**src/rtl/spd_tune_pkg.sv**
```systemverilog
package spd_tune_pkg;
  localparam int MODE_LSB = 0;
  localparam int MODE_W   = 3;
  localparam int TUNE_LSB = 8;
  localparam int TUNE_W   = 6;
  localparam int UPD_BIT  = 15;

  typedef enum logic [MODE_W-1:0] {
    SPD_SD      = 3'd0,
    SPD_MMC_SDR = 3'd2,
    SPD_MMC_DDR = 3'd3,
    SPD_HS200   = 3'd4,
    SPD_HS400   = 3'd5
  } spd_mode_e;
endpackage

```
**src/rtl/spd_mode_field.sv**
```systemverilog
module spd_mode_field #(
  parameter int W = 3
) (
  input  logic         clk,
  input  logic         rst_n,
  input  logic         load,
  input  logic [W-1:0] din,
  output logic [W-1:0] mode_q
);
  always_ff @(posedge clk) begin
    if (!rst_n)    mode_q <= '0;
    else if (load) mode_q <= din;
  end

  // a write is visible on the following cycle
  assert_mode_capture_R2: assert property (@(posedge clk) disable iff (!rst_n)
    load |=> (mode_q == $past(din)));
  assert_mode_hold_R2: assert property (@(posedge clk) disable iff (!rst_n)
    !load |=> $stable(mode_q));
endmodule

```
**src/rtl/spd_tap_wrap.sv**
```systemverilog
module spd_tap_wrap #(
  parameter int W     = 6,
  parameter int LIMIT = 43
) (
  input  logic [W-1:0] req,
  output logic [W-1:0] tap
);
  localparam int FULL = 1 << W;

  generate
    if (LIMIT >= FULL) begin : g_pass
      assign tap = req;
    end else begin : g_wrap
      localparam logic [W-1:0] LIM = W'(LIMIT);
      assign tap = (req >= LIM) ? '0 : req;
    end
  endgenerate
endmodule

```
**src/rtl/spd_tune_update.sv**
```systemverilog
module spd_tune_update #(
  parameter int TUNE_W    = 6,
  parameter int UPD_LAT   = 2,
  parameter int TAP_LIMIT = 43
) (
  input  logic              clk,
  input  logic              rst_n,
  input  logic              wr_en,
  input  logic [TUNE_W-1:0] wr_tune,
  input  logic              wr_req,
  output logic [TUNE_W-1:0] tune_q,
  output logic              pend_q,
  output logic [TUNE_W-1:0] tap_q,
  output logic              tap_load
);
  localparam int CNT_W = (UPD_LAT < 2) ? 1 : $clog2(UPD_LAT);
  localparam logic [CNT_W-1:0] CNT_INIT = CNT_W'(UPD_LAT - 1);
  localparam int AGE_W = $clog2(UPD_LAT + 2);

  logic [CNT_W-1:0]  cnt_q;
  logic [TUNE_W-1:0] tap_next;
  logic              accept;
  logic              done;

  assign accept = wr_en && !pend_q;
  assign done   = pend_q && (cnt_q == '0);

  spd_tap_wrap #(.W(TUNE_W), .LIMIT(TAP_LIMIT)) u_wrap (
    .req (tune_q),
    .tap (tap_next)
  );

  always_ff @(posedge clk) begin
    if (!rst_n) begin
      tune_q   <= '0;
      pend_q   <= 1'b0;
      cnt_q    <= '0;
      tap_q    <= '0;
      tap_load <= 1'b0;
    end else begin
      tap_load <= done;
      if (done) begin
        tap_q  <= tap_next;
        pend_q <= 1'b0;
      end else if (pend_q) begin
        cnt_q <= cnt_q - 1'b1;
      end
      if (accept) begin
        tune_q <= wr_tune;
        if (wr_req) begin
          pend_q <= 1'b1;
          cnt_q  <= CNT_INIT;
        end
      end
    end
  end

  // Independent age counter for the pending window
  logic [AGE_W-1:0] age_q;
  always_ff @(posedge clk) begin
    if (!rst_n)      age_q <= '0;
    else if (pend_q) age_q <= age_q + 1'b1;
    else             age_q <= '0;
  end

  assert_flag_window_R5: assert property (@(posedge clk) disable iff (!rst_n)
    pend_q |-> (age_q < AGE_W'(UPD_LAT)));
  assert_flag_clears_R5: assert property (@(posedge clk) disable iff (!rst_n)
    (pend_q && age_q == AGE_W'(UPD_LAT - 1)) |=> (!pend_q && tap_load));
  assert_busy_ignores_R7: assert property (@(posedge clk) disable iff (!rst_n)
    (wr_en && pend_q) |=> $stable(tune_q));
  assert_load_single_R5: assert property (@(posedge clk) disable iff (!rst_n)
    tap_load |=> !tap_load);
endmodule

```
**src/rtl/spd_tune_ctrl_reg.sv**
```systemverilog
module spd_tune_ctrl_reg #(
  parameter int DATA_W    = 32,
  parameter int UPD_LAT   = 2,
  parameter int TAP_LIMIT = 43
) (
  input  logic              clk,
  input  logic              rst_n,
  input  logic              wr_en,
  input  logic [DATA_W-1:0] wr_data,
  output logic [DATA_W-1:0] rd_data,
  output logic [2:0]        mode_code,
  output logic [5:0]        tap_index,
  output logic              tap_load
);
  import spd_tune_pkg::*;

  localparam logic [DATA_W-1:0] LIVE_MASK =
    (DATA_W'((1 << MODE_W) - 1) << MODE_LSB) |
    (DATA_W'((1 << TUNE_W) - 1) << TUNE_LSB) |
    (DATA_W'(1) << UPD_BIT);

  logic [MODE_W-1:0] mode_q;
  logic [TUNE_W-1:0] tune_q;
  logic [TUNE_W-1:0] tap_q;
  logic              pend_q;
  logic              load_q;

  spd_mode_field #(.W(MODE_W)) u_mode (
    .clk    (clk),
    .rst_n  (rst_n),
    .load   (wr_en),
    .din    (wr_data[MODE_LSB +: MODE_W]),
    .mode_q (mode_q)
  );

  spd_tune_update #(
    .TUNE_W    (TUNE_W),
    .UPD_LAT   (UPD_LAT),
    .TAP_LIMIT (TAP_LIMIT)
  ) u_tune (
    .clk      (clk),
    .rst_n    (rst_n),
    .wr_en    (wr_en),
    .wr_tune  (wr_data[TUNE_LSB +: TUNE_W]),
    .wr_req   (wr_data[UPD_BIT]),
    .tune_q   (tune_q),
    .pend_q   (pend_q),
    .tap_q    (tap_q),
    .tap_load (load_q)
  );

  always_comb begin
    rd_data                       = '0;
    rd_data[MODE_LSB +: MODE_W]   = mode_q;
    rd_data[TUNE_LSB +: TUNE_W]   = tune_q;
    rd_data[UPD_BIT]              = pend_q;
  end

  assign mode_code = mode_q;
  assign tap_index = tap_q;
  assign tap_load  = load_q;

  assert_reserved_zero_R8: assert property (@(posedge clk) disable iff (!rst_n)
    (rd_data & ~LIVE_MASK) == '0);
  assert_tap_range_R6: assert property (@(posedge clk) disable iff (!rst_n)
    tap_index < 6'(TAP_LIMIT));
  assert_tap_only_on_load_R9: assert property (@(posedge clk) disable iff (!rst_n)
    !$stable(tap_index) |-> tap_load);
  assert_load_drops_flag_R5: assert property (@(posedge clk) disable iff (!rst_n)
    tap_load |-> !rd_data[UPD_BIT]);
endmodule

```
**config.mk**
```make
export PLATFORM = sky130hd
export DESIGN_NAME = spd_tune_ctrl_reg
export DESIGN_NICKNAME = d
export VERILOG_FILES = /design/src/rtl/spd_tune_pkg.sv /design/src/rtl/spd_mode_field.sv /design/src/rtl/spd_tap_wrap.sv /design/src/rtl/spd_tune_update.sv /design/src/rtl/spd_tune_ctrl_reg.sv
export SDC_FILE = /design/constraint.sdc
export NUM_CORES = 1
export LEC_CHECK = 0
export BUFFER_PORTS_ARGS = -buffer_cell sky130_fd_sc_hd__buf_2
export CAP_MARGIN = 20
export CORE_MARGIN = 1
export CORE_UTILIZATION = 40
export DETAILED_ROUTE_END_ITERATION = 8
export GPL_TIMING_DRIVEN = 0
export MAX_ROUTING_LAYER = met4
export PLACE_DENSITY = 0.84
export SKIP_CTS_REPAIR_TIMING = 1
export SYNTH_ARGS = -nofsm -noshare
export SYNTH_HDL_FRONTEND = slang
export SYNTH_SLANG_ARGS = --single-unit
```
**constraint.sdc**
```tcl
create_clock -name clk -period 2.9 [get_ports clk]
set_clock_uncertainty 0.05 [all_clocks]
set_input_delay 0.145 -clock clk [delete_from_list [all_inputs] [get_ports clk]]
set_output_delay 0.145 -clock clk [all_outputs]
set_load 0.02 [all_outputs]
```
==> impl_metrics.ini, run 1 <==
[clock_network]
cts_made_buffers = 3
clkLatencyLatePin_ns = 0.29
clock_path_buffers = 2
clock-sinks = 18
cts.clk_slew.worst_paths_ns = 0.09
htree_levels = 1
cts_tree = yes
clockRootBuffer = clkbuf_4

[timing]
tns_ns = 0
finalSetupViolations = 0
fin_crit_sh_pct = 42.7
final-max-slew-violation-count = 0
fmaxAchievable_mhz = 808
min_period_ns = 1.24
grt_setup_unrepaired = no
hold_viol_final = 0

[floorplanning]
io_pins = 77
die_area_mm2 = 0.00245
initial_core_util_pct = 44.2
die_width_um = 49.5
coreArea_mm2 = 0.00204
die_y_um = 49.5
placementRows = 16

[pwr]
powerDensity_mw_per_mm2 = 450
ir_worst_vdd_uv = 432
power.leakage_nw = 0.656

[place]
dp_hpwl_um = 1380
gp_congestion = 0.804
port_buffers = 31
placedCellCount = 177

[setup_path]
r2r_start = u_tune.pend_q$_SDFF_PN0_
ff2ff_path_depth = 4
crit_required_ns = 2.71
r2r_slack_ns = 1.76
critical_path.endpoint_type = output pin
crit_arrival_ns = 1.04
timing.rr.end = u_tune.tune_q[1]$_SDFFE_PN0N_
critPathLaunchType = register
crit_fanout = 7
crit_type = register to output pin

[status]
run_status = complete, no violations

[grt]
grt_pass1_wl_um = 2700
grt_pass1_vias = 637
grt_max_degree = 11
grt_overflow = 0
grt_use_total_pct = 15.2
antenna_found_initial = 0

[synth]
syn_area_um2 = 902
synth_cells = 98
synth_cell_types = 19
postSynthRegisterBits = 18
avgSynthCellArea_um2 = 9.21
ys.flop_type = dfxtp_1
synth.yosys.warnings = 0
synth_edf_count = 0
synthArstFlopShare_pct = 0
seq_area_frac_synth_pct = 39.9

[finish]
multi_input_area_um2 = 399
num_antenna_cells = 0
nFillCells = 203
final_cells = 181
final_common_cell = buf_2
area_growth_pct = 33.7
num-nets-final = 190
final_cell_mix = buf_2, buf_4, conb_1
seqCellArea_um2 = 360
drive_gt1_share_pct = 41.6

[min_path]
hold_depth = 3
whs_endpoint = u_tune.tune_q[4]$_SDFFE_PN0N_
hold_path_class = input port to register
min_from = wr_data[12]

[drt]
wire_per_inst_um = 9.25
via_per_inst = 4.17
ant_nets = 0
wl_um = 1670
via_count = 755
drc = 0
drtIter0Drc = 3
dr.pass1.iters = 4

[job]
maxCapViolCount = 0
-- final cells by class --
| type | count | share of cell area, % |
|---|---|---|
| multi-input cells | 71 | 33.1 |
| repair buffers | 31 | 12.9 |
| clock buffers | 4 | 3.01 |
| flip-flops and latches | 18 | 29.9 |
| plain buffers | 30 | 18.4 |
| well taps | 27 | 2.80 |
-- worst max-delay path, stage by stage (launching register included) --
cell and delay, ns:
dfxtp_1 0.46, buf_4 0.15, buf_2 0.15
-- flip-flops by register name, indices dropped and copies added, names as in the netlist --
register         cells
u_tune.cnt_q         1
u_tune.pend_q        1
u_tune.tune_q        6
u_tune.tap_q         6
u_tune.tap_load      1
u_mode.mode_q        3
-- cells by family (layout without fill, tap and decap cells) --
| logic type | after synthesis | after routing | synth area share (%) |
|---|---|---|---|
| multiplexers | 9 | 9 | 9.99 |
| AO/OA/AOI/OAI | 10 | 10 | 6.38 |
| other | 1 | 22 | 0.416 |
| AND/OR/NAND/NOR | 30 | 30 | 18.7 |
| flip-flops | 18 | 18 | 39.9 |
| buffers and inverters | 30 | 65 | 24.5 |
-- how the worst max path moves through the flow --
| stage | to | slack (ns) | cells after the start | from |
|---|---|---|---|---|
| detailed placement | u_tune.tune_q[1]$_SDFFE_PN0N_ | 1.80 | 4 | u_tune.pend_q$_SDFF_PN0_ |
| global route | rd_data[15] | 1.62 | 2 | u_tune.pend_q$_SDFF_PN0_ |
| CTS | rd_data[15] | 1.67 | 2 | u_tune.pend_q$_SDFF_PN0_ |
| finish | rd_data[15] | 1.66 | 2 | u_tune.pend_q$_SDFF_PN0_ |
| floorplan | u_tune.tap_q[0]$_SDFFE_PN0P_ | 1.86 | 3 | u_tune.tune_q[5]$_SDFFE_PN0N_ |
| global placement | u_tune.tune_q[0]$_SDFFE_PN0N_ | 1.82 | 4 | u_tune.pend_q$_SDFF_PN0_ |
-- synthesized netlist by cell type (2+ instances only) --
master,instances,area (um^2)
a21boi_0,2,15.0
and2_1,2,12.5
buf_4,27,203
clkbuf_1,2,7.51
dfxtp_1,18,360
mux2i_1,9,90.1
nand2_1,4,15.0
nand2b_1,2,12.5
nand3_1,9,45.0
nor2b_1,9,56.3
o21ai_0,6,30.0
-- metrics by stage --
step / setup WS [ns] / instance area (um^2) / hold WS, ns / utilization, % / total power [W]
2_1_floorplan: 1.86 / 981 / 0.261 / - / 0.000370
3_3_place_gp: 1.82 / 1170 / 0.344 / 57.3 / 0.000393
3_5_place_dp: 1.80 / 1170 / 0.356 / 57.3 / 0.000396
4_1_cts: 1.67 / 1210 / 0.0468 / 59.1 / 0.000544
5_1_grt: 1.62 / 1210 / 0.0607 / 59.1 / 0.000565
6_report: 1.66 / 1210 / 0.0484 / 59.1 / 0.000542
-- power by group --
group | internal [W] | switching [W] | total, W
sequential | 0.000258 | 0.0000105 | 0.000269
combinational | 0.0000546 | 0.0000685 | 0.000123
clock | 0.0000766 | 0.0000740 | 0.000151
-- per-layer routing --
| metal | up-vias | GRT usage, % | routed length [um] |
|---|---|---|---|
| met2 | 34 | 27.9 | 826 |
| met3 | 5 | 3.09 | 122 |
| li1 | 389 | - | - |
| met4 | 0 | 7.14 | 31 |
| met5 | - | - | 0 |
| met1 | 327 | 15.3 | 693 |
Note: power is estimated with default switching activity, not from simulation.
==> inputs of run 2 (changes only) <==
CORE_UTILIZATION = 37   (was 40)
PLACE_DENSITY = 0.78   (was 0.84)
clock period = 1.2 ns   (was 2.9 ns; I/O delays follow)
==> run 2 against run 1 <==
Effect of this change: the flow now finishes with violations (hold timing); critical path depth did not move; sequential cell count stayed put; hold slack lost 0.062 ns; critical path type unchanged; highest routed layer unchanged.
==> impl_metrics.ini, run 2 (synthesized netlist as in run 1, its figures left out) <==
[grt]
grt.met2_usage_pct = 21.4
grt.busiest_layer = met2
grt_util_met3_pct = 3.57
grt_pass1_wl_um = 2590
grt_use_total_pct = 13.5
grt_max_degree = 11
grt_pass1_vias = 638
grt_overflow = 0
antenna_found_initial = 0
use_met1_pct = 16.0

[drt]
dr.pass1.iters = 4
wl_um = 1610
ant_nets = 0
drtIter0Drc = 3
drc = 0
via_per_inst = 3.98
via_count = 740
wire_per_inst_um = 8.66

[timing]
grt_setup_unrepaired = no
min_period_ns = 1.10
hold_viol_final = 4
final-max-slew-violation-count = 0
fmaxAchievable_mhz = 906
finalSetupViolations = 0
tns_ns = 0
fin_crit_sh_pct = 92.0
holdWs_ns = -0.0141

[setup_path]
crit_required_ns = 1.09
critical_path.endpoint_type = output pin
critPathSlowestCell = dfxtp_1
crit_type = register to output pin
path_cells = buf_4, buf_2
max_stage_delay_ns = 0.43
critPathLaunchType = register
crit_fanout = 7
crit_arrival_ns = 0.99

[place]
port_buffers = 31
gp_congestion = 0.754
place_area_mm2 = 0.00117
dp_hpwl_um = 1310

[min_path]
hold_path_class = input port to register

[status]
violations = hold timing
run_status = complete, but fails checks

[finish]
num_antenna_cells = 0
design_area_mm2 = 0.00125
nFillCells = 206
finish.utilization_pct = 55.3
multi_input_area_um2 = 399
largestRegisters = u_tune.tap_q: 6 flops, u_tune.tune_q: 6 flops, u_mode.mode_q: 3 flops
seqCellArea_um2 = 360
final_common_cell = buf_2
area_growth_pct = 38.3
drive_gt1_share_pct = 40.5
final_cell_mix = buf_2, buf_4, conb_1
num-nets-final = 194

[clock_network]
clkLatencyLatePin_ns = 0.28
cts_tree = yes
htree_levels = 1
cts_made_buffers = 3
clock-sinks = 18
clockRootBuffer = clkbuf_4
cts.clk_slew.worst_paths_ns = 0.09
clock_path_buffers = 2

[floorplanning]
initial_core_util_pct = 40.0
die_width_um = 51.4
io_pins = 77
placementRows = 17
coreArea_mm2 = 0.00225
die_y_um = 51.4
die_area_mm2 = 0.00264

[pwr]
powerDensity_mw_per_mm2 = 1050
ir_worst_vdd_uv = 502
p_total_w = 0.00131
power.leakage_nw = 0.672

[job]
maxCapViolCount = 0
-- run 2: cell type report --
type,count,area share [%]
multi-input cells,71,32.0
flip-flops and latches,18,28.9
clock buffers,4,2.91
plain buffers,30,17.8
well taps,28,2.81
repair buffers,35,15.6
-- run 2: through the flow --
| step | setup WS (ns) | cells |
|---|---|---|
| after floorplan | 0.165 | 119 |
| after global placement | 0.126 | 178 |
| after detailed placement | 0.115 | 178 |
| after CTS | 0.0771 | 182 |
| after global routing | 0.00318 | 186 |
| final | 0.0965 | 186 |
-- run 2: worst paths after layout --
| check | start | end | slack [ns] | depth (start not counted) |
|---|---|---|---|---|
| min reg2reg | u_tune.tap_q[4]$_SDFFE_PN0P_ | u_tune.tap_q[4]$_SDFFE_PN0P_ | 0.42 | 2 |
| max | u_tune.pend_q$_SDFF_PN0_ | rd_data[15] | 0.1 | 2 |
| max reg2reg | u_tune.pend_q$_SDFF_PN0_ | u_tune.tune_q[4]$_SDFFE_PN0N_ | 0.1 | 4 |
| min | wr_data[13] | u_tune.tune_q[5]$_SDFFE_PN0N_ | -0.01 | 3 |
-- run 2: worst max-delay path: cells and delay by family, from the launching register on --
| family | cells | cell delay [ns] |
|---|---|---|
| buf+inv | 2 | 0.28 |
| flops | 1 | 0.43 |
-- run 2: power by group --
group	switching (W)	total [W]	internal [W]
logic	0.000166	0.000306	0.000140
clock network	0.000170	0.000355	0.000185
registers	0.0000242	0.000648	0.000624
-- run 2: routing by layer --
layer / wire (um) / part of all wire (%)
met2: 745 / 46
met5: 0 / 0
met4: 8 / 0.50
met3: 131 / 8.1
met1: 726 / 45
